**src/rtl/pmc_pkg.sv**
```systemverilog
package pmc_pkg;
  typedef enum logic [2:0] {
    PS_RUN   = 3'd0,
    PS_SLOW  = 3'd1,
    PS_IDLE  = 3'd2,
    PS_SLEEP = 3'd3,
    PS_DEEP  = 3'd4
  } pm_state_e;

  typedef enum logic [1:0] {
    DP_OFF     = 2'd0,
    DP_SETTLE  = 2'd1,
    DP_RELEASE = 2'd2
  } deep_phase_e;

  localparam int NUM_WAKE  = 4;
  localparam int WAKE_RING = 3;

  // true when the settle count has reached its final cycle
  function automatic logic settle_last(input logic [31:0] cnt);
    return cnt <= 32'd1;
  endfunction

  // states in which the main clocks run and ring goes to the interrupt line
  function automatic logic is_awake(input pm_state_e s);
    return (s == PS_RUN) || (s == PS_SLOW) || (s == PS_IDLE);
  endfunction

  // states in which a wake edge is honoured
  function automatic logic wake_armed(input pm_state_e s, input deep_phase_e p);
    return (s == PS_SLEEP) || ((s == PS_DEEP) && (p == DP_OFF));
  endfunction
endpackage

```
**src/rtl/pmc_wake_sync.sv**
```systemverilog
module pmc_wake_sync #(
  parameter int N = 4
) (
  input  logic         clk,
  input  logic         rst_n,
  input  logic [N-1:0] async_in,
  output logic [N-1:0] level,
  output logic [N-1:0] rise
);
  for (genvar i = 0; i < N; i++) begin : g_sync
    logic meta_q, sync_q, prev_q;
    always_ff @(posedge clk or negedge rst_n) begin
      if (!rst_n) begin
        meta_q <= 1'b0;
        sync_q <= 1'b0;
        prev_q <= 1'b0;
      end else begin
        meta_q <= async_in[i];
        sync_q <= meta_q;
        prev_q <= sync_q;
      end
    end
    assign level[i] = sync_q;
    assign rise[i]  = sync_q & ~prev_q;
  end
endmodule

```
**src/rtl/pmc_settle_cnt.sv**
```systemverilog
module pmc_settle_cnt #(
  parameter int W = 16
) (
  input  logic         clk,
  input  logic         rst_n,
  input  logic         load,
  input  logic         run,
  input  logic [W-1:0] load_val,
  output logic         done
);
  import pmc_pkg::*;
  logic [W-1:0] cnt_q;

  always_ff @(posedge clk or negedge rst_n) begin
    if (!rst_n)
      cnt_q <= '0;
    else if (load)
      cnt_q <= load_val;
    else if (run && !settle_last(32'(cnt_q)))
      cnt_q <= cnt_q - 1'b1;
  end

  assign done = run && settle_last(32'(cnt_q));
endmodule

```
**src/rtl/pmc_fsm.sv**
```systemverilog
module pmc_fsm
  import pmc_pkg::*;
(
  input  logic        clk,
  input  logic        rst_n,
  input  logic        sw_req_valid,
  input  logic [2:0]  sw_req_code,
  input  logic        cpu_irq,
  input  logic        dma_bus_req,
  input  logic        bus_grant,
  input  logic        wake_any,
  input  logic        settle_done,
  output pm_state_e   state,
  output deep_phase_e phase,
  output logic        settle_load,
  output logic        settle_run
);
  pm_state_e   state_q, state_d;
  deep_phase_e phase_q, phase_d;

  logic req_run, req_slow, req_idle, req_sleep, req_deep;
  assign req_run   = sw_req_valid && (sw_req_code == PS_RUN);
  assign req_slow  = sw_req_valid && (sw_req_code == PS_SLOW);
  assign req_idle  = sw_req_valid && (sw_req_code == PS_IDLE);
  assign req_sleep = sw_req_valid && (sw_req_code == PS_SLEEP);
  assign req_deep  = sw_req_valid && (sw_req_code == PS_DEEP);

  always_comb begin
    state_d     = state_q;
    phase_d     = phase_q;
    settle_load = 1'b0;
    case (state_q)
      PS_RUN: begin
        if (req_slow)      state_d = PS_SLOW;
        else if (req_idle) state_d = PS_IDLE;
      end
      PS_SLOW: begin
        if (req_run)       state_d = PS_RUN;
        else if (req_idle) state_d = PS_IDLE;
      end
      PS_IDLE: begin
        if (cpu_irq || dma_bus_req)   state_d = PS_RUN;
        else if (req_sleep && bus_grant) state_d = PS_SLEEP;
        else if (req_run)             state_d = PS_RUN;
        else if (req_slow)            state_d = PS_SLOW;
      end
      PS_SLEEP: begin
        if (wake_any) state_d = PS_RUN;
        else if (req_deep) begin
          state_d = PS_DEEP;
          phase_d = DP_OFF;
        end
      end
      PS_DEEP: begin
        case (phase_q)
          DP_OFF: if (wake_any) begin
            phase_d     = DP_SETTLE;
            settle_load = 1'b1;
          end
          DP_SETTLE: if (settle_done) phase_d = DP_RELEASE;
          default: begin
            state_d = PS_RUN;
            phase_d = DP_OFF;
          end
        endcase
      end
      default: begin
        state_d = PS_RUN;
        phase_d = DP_OFF;
      end
    endcase
  end

  always_ff @(posedge clk or negedge rst_n) begin
    if (!rst_n) begin
      state_q <= PS_RUN;
      phase_q <= DP_OFF;
    end else begin
      state_q <= state_d;
      phase_q <= phase_d;
    end
  end

  assign state      = state_q;
  assign phase      = phase_q;
  assign settle_run = (state_q == PS_DEEP) && (phase_q == DP_SETTLE);
endmodule

```
**src/rtl/pmc_outdec.sv**
```systemverilog
module pmc_outdec
  import pmc_pkg::*;
#(
  parameter int NUM_PLL = 2
) (
  input  pm_state_e          state,
  input  deep_phase_e        phase,
  input  logic               ring_level,
  output logic               cpu_half_rate,
  output logic               bus_req,
  output logic               sdram_self_refresh,
  output logic               clk_gate_en,
  output logic               osc_en,
  output logic [NUM_PLL-1:0] pll_en,
  output logic               ring_irq
);
  logic in_deep, held_down;
  assign in_deep   = (state == PS_DEEP);
  assign held_down = (state == PS_SLEEP) || (in_deep && (phase != DP_RELEASE));

  assign cpu_half_rate      = (state == PS_SLOW);
  assign bus_req            = (state == PS_IDLE) || (state == PS_SLEEP) || in_deep;
  assign sdram_self_refresh = held_down;
  assign clk_gate_en        = !held_down;
  assign osc_en             = !(in_deep && (phase == DP_OFF));
  assign pll_en             = {NUM_PLL{osc_en}};
  assign ring_irq           = ring_level && is_awake(state);
endmodule

```
**src/rtl/pmc_top.sv**
```systemverilog
module pmc_top
  import pmc_pkg::*;
#(
  parameter int NUM_PLL  = 2,
  parameter int SETTLE_W = 16
) (
  input  logic                clk,
  input  logic                rst_n,
  input  logic                sw_req_valid,
  input  logic [2:0]          sw_req_code,
  input  logic                cpu_irq,
  input  logic                dma_bus_req,
  input  logic                bus_grant,
  input  logic [3:0]          wake_in,
  input  logic [SETTLE_W-1:0] settle_cycles,
  input  logic                cause_clr,
  output logic [2:0]          pm_state,
  output logic                cpu_half_rate,
  output logic                bus_req,
  output logic                sdram_self_refresh,
  output logic                clk_gate_en,
  output logic                osc_en,
  output logic [NUM_PLL-1:0]  pll_en,
  output logic                ring_irq,
  output logic [3:0]          wake_cause
);
  logic [NUM_WAKE-1:0] wake_level, wake_rise;
  logic                wake_any, settle_done, settle_load, settle_run;
  pm_state_e           state;
  deep_phase_e         phase;
  logic [NUM_WAKE-1:0] cause_q;

  pmc_wake_sync #(.N(NUM_WAKE)) u_sync (
    .clk(clk), .rst_n(rst_n), .async_in(wake_in),
    .level(wake_level), .rise(wake_rise)
  );

  assign wake_any = |wake_rise;

  pmc_settle_cnt #(.W(SETTLE_W)) u_cnt (
    .clk(clk), .rst_n(rst_n), .load(settle_load), .run(settle_run),
    .load_val(settle_cycles), .done(settle_done)
  );

  pmc_fsm u_fsm (
    .clk(clk), .rst_n(rst_n), .sw_req_valid(sw_req_valid),
    .sw_req_code(sw_req_code), .cpu_irq(cpu_irq), .dma_bus_req(dma_bus_req),
    .bus_grant(bus_grant), .wake_any(wake_any), .settle_done(settle_done),
    .state(state), .phase(phase), .settle_load(settle_load),
    .settle_run(settle_run)
  );

  pmc_outdec #(.NUM_PLL(NUM_PLL)) u_dec (
    .state(state), .phase(phase), .ring_level(wake_level[WAKE_RING]),
    .cpu_half_rate(cpu_half_rate), .bus_req(bus_req),
    .sdram_self_refresh(sdram_self_refresh), .clk_gate_en(clk_gate_en),
    .osc_en(osc_en), .pll_en(pll_en), .ring_irq(ring_irq)
  );

  // sticky wake record; a fresh edge wins over a clear in the same cycle
  always_ff @(posedge clk or negedge rst_n) begin
    if (!rst_n)
      cause_q <= '0;
    else
      cause_q <= (cause_clr ? '0 : cause_q)
               | (wake_armed(state, phase) ? wake_rise : '0);
  end

  assign pm_state   = state;
  assign wake_cause = cause_q;
endmodule

```
**config.mk**
```make
export PLATFORM = sky130hd
export DESIGN_NAME = pmc_top
export DESIGN_NICKNAME = d
export VERILOG_FILES = /design/src/rtl/pmc_pkg.sv /design/src/rtl/pmc_wake_sync.sv /design/src/rtl/pmc_settle_cnt.sv /design/src/rtl/pmc_fsm.sv /design/src/rtl/pmc_outdec.sv /design/src/rtl/pmc_top.sv
export SDC_FILE = /design/constraint.sdc
export NUM_CORES = 1
export LEC_CHECK = 0
export CAP_MARGIN = 20
export CORE_AREA = 2 2 64 81
export CTS_CLUSTER_SIZE = 12
export DETAILED_ROUTE_END_ITERATION = 8
export DIE_AREA = 0 0 66 83
export GPL_TIMING_DRIVEN = 0
export HOLD_SLACK_MARGIN = 0.12
export PLACE_DENSITY = 0.67
export SLEW_MARGIN = 25
export SYNTH_ARGS = -nofsm -noshare
export SYNTH_HDL_FRONTEND = slang
export SYNTH_SLANG_ARGS = --single-unit
export TNS_END_PERCENT = 100
```
**constraint.sdc**
```tcl
create_clock -name clk -period 2.85 [get_ports clk]
set_clock_uncertainty 0.15 [all_clocks]
set_input_delay 0.285 -clock clk [delete_from_list [all_inputs] [get_ports clk]]
set_output_delay 0.285 -clock clk [all_outputs]
set_load 0.1 [all_outputs]
```
==> flow_metrics.env <==
export IMPL_htreeDepth=2
export IMPL_synth_area_per_cell_um2=9.823
export IMPL_grt_antenna_before_repair=0
export IMPL_p_per_area_mw_per_mm2=533.4
export IMPL_drt_first_pass_iters=4
export IMPL_cap_violations=0
export IMPL_grt_pass1_vias=1463
export IMPL_clockBufferDepth=2
export IMPL_drive_gt1_frac=0.1074
export IMPL_p_leak_nw=0.9511
export IMPL_synthToLayoutAreaGrowth_pct=37.40
export IMPL_ys_ff_latch=37
export IMPL_cp_max_fo=10
export IMPL_io_pins=45
export IMPL_r2r_start="u_fsm.state[1]"
export IMPL_viasPerCell=5.053
export IMPL_die_w_um=66
export IMPL_maxSlewViolCount=0
export IMPL_gr_total_overflow=0
export IMPL_nets=273
export IMPL_post_route_period_util=0.9593
export IMPL_initial_utilization=0.3934
export IMPL_crit_chain="clkbuf_1 > nor3b_2 > clkdlybuf4s50_1"
export IMPL_cts_tree="yes"
export IMPL_synth_fp_nets=220
export IMPL_cp_num_buf_inv=2
export IMPL_worst_hold_path_type="flip-flop to flip-flop"
export IMPL_synth_cells=188
export IMPL_ys_warn_count=0
export IMPL_place_ws_ps=-6.822
export IMPL_fin_util=0.5405
export IMPL_ir_drop_mv=0.3132
export IMPL_fin_ws_ps=116.0
export IMPL_r2r_end="u_cnt.cnt_q[6]"
export IMPL_cpMaxStageDelayCell="clkdlybuf4s50_1"
export IMPL_rrSetupSlack_ps=680
export IMPL_clock_sinks=37
export IMPL_hold_viol=0
export IMPL_num_vias=1526
export IMPL_core_mm2=0.004695
export IMPL_final_cell_mix="clkdlybuf4s50_1, dfrtp_1, nand2_1"
export IMPL_synthesis_area_mm2=0.001847
export IMPL_route_detailed_drc=0
export IMPL_clk_latency_ps=290
export IMPL_final_min_clock_period_ps=2734
export IMPL_cp_end_kind="primary output"
export IMPL_path_class="flip-flop to primary output"
export IMPL_die_height_um=83
export IMPL_status="completed"
export IMPL_rsz0062_at_grt="no"
export IMPL_setup_viol=0
export IMPL_drtIter0Drc=64
export IMPL_crit_arrival_ps=2300
export IMPL_timing_fmax_mhz=365.8
export IMPL_synth_cell_type_count=44
export IMPL_antenna_cells=0
export IMPL_fillCellCount=469
export IMPL_worstSetupStartpointType="flip-flop"
export IMPL_grt_first_pass_wirelength_mm=6.858
export IMPL_worstHoldStart="u_sync.g_sync[1].meta_q"
export IMPL_wl_mm=4.022
export IMPL_dp_hpwl_mm=2.985
export IMPL_hold_depth=0
export IMPL_grt_max_degree=23
export IMPL_maxSlewHeadroom=0.3446
export IMPL_rows=28
export IMPL_reg2reg_depth=5
export IMPL_cts_buffers=5
export IMPL_worstMarginPinSlew_ps=981.5
export IMPL_gp_congestion=0.7854
export IMPL_slowest_delay_ps=1150
export IMPL_worst_ep_required_time_ps=2410
export IMPL_final_common_cell="clkdlybuf4s50_1"
export IMPL_cp_top_family="buffers and inverters"
export IMPL_wl_per_cell_um=13.32
export IMPL_clk_pin_slew_ps=80
export IMPL_postRouteAntennaNets=0
export IMPL_grtUsageTotal=0.1600
export IMPL_seq_area_frac_synth=0.5014
export IMPL_cts_root_buf="clkbuf_8"
export IMPL_port_buffers=44
export IMPL_hold_end="u_sync.g_sync[1].sync_q"
export IMPL_die_area_mm2=0.005478
[cells by family after synthesis]
| kind of cell | count (synthesis) | synth area share |
|---|---|---|
| flops | 37 | 0.5014 |
| fa+ha+maj | 2 | 0.01355 |
| compound gates | 43 | 0.1457 |
| xor+xnor | 10 | 0.04743 |
| buf+inv | 17 | 0.04064 |
| simple gates | 79 | 0.2514 |
[per-stage QoR]
stage | TNS (ps) | area (um2) | std cells | hold slack, ps | total power [mW]
global route | 0 | 2537 | 302 | 222.4 | 1.410
floorplan | -513.1 | 1861 | 188 | -160.6 | 0.7238
finish | 0 | 2537 | 302 | 207.4 | 1.353
global placement | 0 | 2376 | 292 | 183.4 | 0.8130
detailed placement | -10.33 | 2399 | 293 | 94.27 | 0.8200
CTS | 0 | 2540 | 302 | 213.2 | 1.372
[where the power goes]
| group | switching, mW | internal [mW] |
|---|---|---|
| sequential | 0.0285 | 0.551 |
| clock | 0.194 | 0.352 |
| combinational | 0.144 | 0.0845 |
[final cells by class]
| cell class | count | area, um2 | area share |
|---|---|---|---|
| inverter | 9 | 33.78 | 0.01331 |
| sequential | 37 | 928.4 | 0.3659 |
| timing repair buffer | 46 | 464.2 | 0.1829 |
| clock inverter | 3 | 68.82 | 0.02712 |
| multi-input combinational | 134 | 857.1 | 0.3378 |
| clock buffer | 5 | 68.82 | 0.02712 |
| tap | 60 | 75.07 | 0.02959 |
| buffer | 8 | 41.29 | 0.01627 |
[Yosys cell counts, drive strengths merged]
| cell | number | area, um2 |
|---|---|---|
| ha | 2 | 25.02 |
| inv | 9 | 33.78 |
| nand2b | 8 | 50.05 |
| dfrtp | 37 | 925.9 |
| clkbuf | 3 | 11.26 |
| a32o | 1 | 10.01 |
| a21o | 1 | 7.510 |
| o31ai | 2 | 15.01 |
| o211ai | 1 | 7.510 |
| nor2 | 13 | 48.80 |
| and2 | 1 | 6.260 |
| a211oi | 3 | 22.52 |
| nor3b | 2 | 15.01 |
| nor4b | 1 | 23.77 |
| and4b | 2 | 20.02 |
| nor2b | 3 | 18.77 |
| nand2 | 19 | 71.32 |
| or3 | 1 | 6.260 |
| nand4 | 3 | 18.77 |
| nand3 | 4 | 20.02 |
| buf | 5 | 30.02 |
| o21ai | 15 | 75.07 |
| a21boi | 1 | 7.510 |
| nand4bb | 1 | 11.26 |
| o41ai | 1 | 16.27 |
| or2 | 1 | 6.260 |
| nor3 | 6 | 30.03 |
| a2111oi | 1 | 8.760 |
| nand4b | 6 | 58.80 |
| xor2 | 7 | 61.31 |
| o22ai | 5 | 31.28 |
| and3 | 1 | 6.260 |
| xnor2 | 3 | 26.28 |
| o21bai | 1 | 7.510 |
| nor4 | 3 | 18.77 |
| a21oi | 10 | 53.80 |
| and3b | 1 | 8.760 |
| or4 | 1 | 7.510 |
| or3b | 1 | 8.760 |
| and4 | 1 | 8.760 |
| a31oi | 1 | 6.260 |
[layer usage]
| layer | share of wire | track usage | vias to the layer above | wire (um) |
|---|---|---|---|---|
| met5 | 0 | 0 | - | 0 |
| met4 | 0.021 | 0.07792 | 0 | 85 |
| met3 | 0.047 | 0.02710 | 5 | 191 |
| met2 | 0.46 | 0.2397 | 40 | 1866 |
| met1 | 0.47 | 0.2223 | 707 | 1879 |
| li1 | - | - | 774 | - |
[state kept, by name (all words and copies together) (netlist names)]
signal                flops
u_cnt.cnt_q              16
u_sync.g_sync.meta_q      4
u_sync.g_sync.prev_q      4
u_sync.g_sync.sync_q      4
wake_cause                4
u_fsm.state               3
u_fsm.phase               2
[worst register-to-register path: stages, from the launching register on]
cell and delay (ps):
dfrtp_2 480, nor4b_4 450, nand4b_2 190, or3_1 350
or3b_1 370, a21oi_2 110
[worst max-delay path by stage]
stage	cells past startpoint	from	endpoint	slack [ps]
2_1_floorplan	3	u_fsm.state[0]	clk_gate_en	-510
3_3_place_gp	5	u_fsm.state[1]	pll_en[0]	30
3_5_place_dp	5	u_fsm.state[1]	pll_en[1]	-7
4_1_cts	4	u_fsm.state[2]	clk_gate_en	6
5_1_grt	3	u_fsm.state[2]	cpu_half_rate	30
6_report	3	u_fsm.state[2]	cpu_half_rate	120
[what timing repair did]
item / in CTS / in global routing
endpoints found under the hold margin: 37 / 0
buffers inserted: 0 / 0
pin swaps: 0 / 0
endpoints found under the setup margin: 5 / 4
resized for setup: 5 / 6
hold buffers: 1 / 0
cloned: 0 / 0
Note: power is estimated with default switching activity, not from simulation.
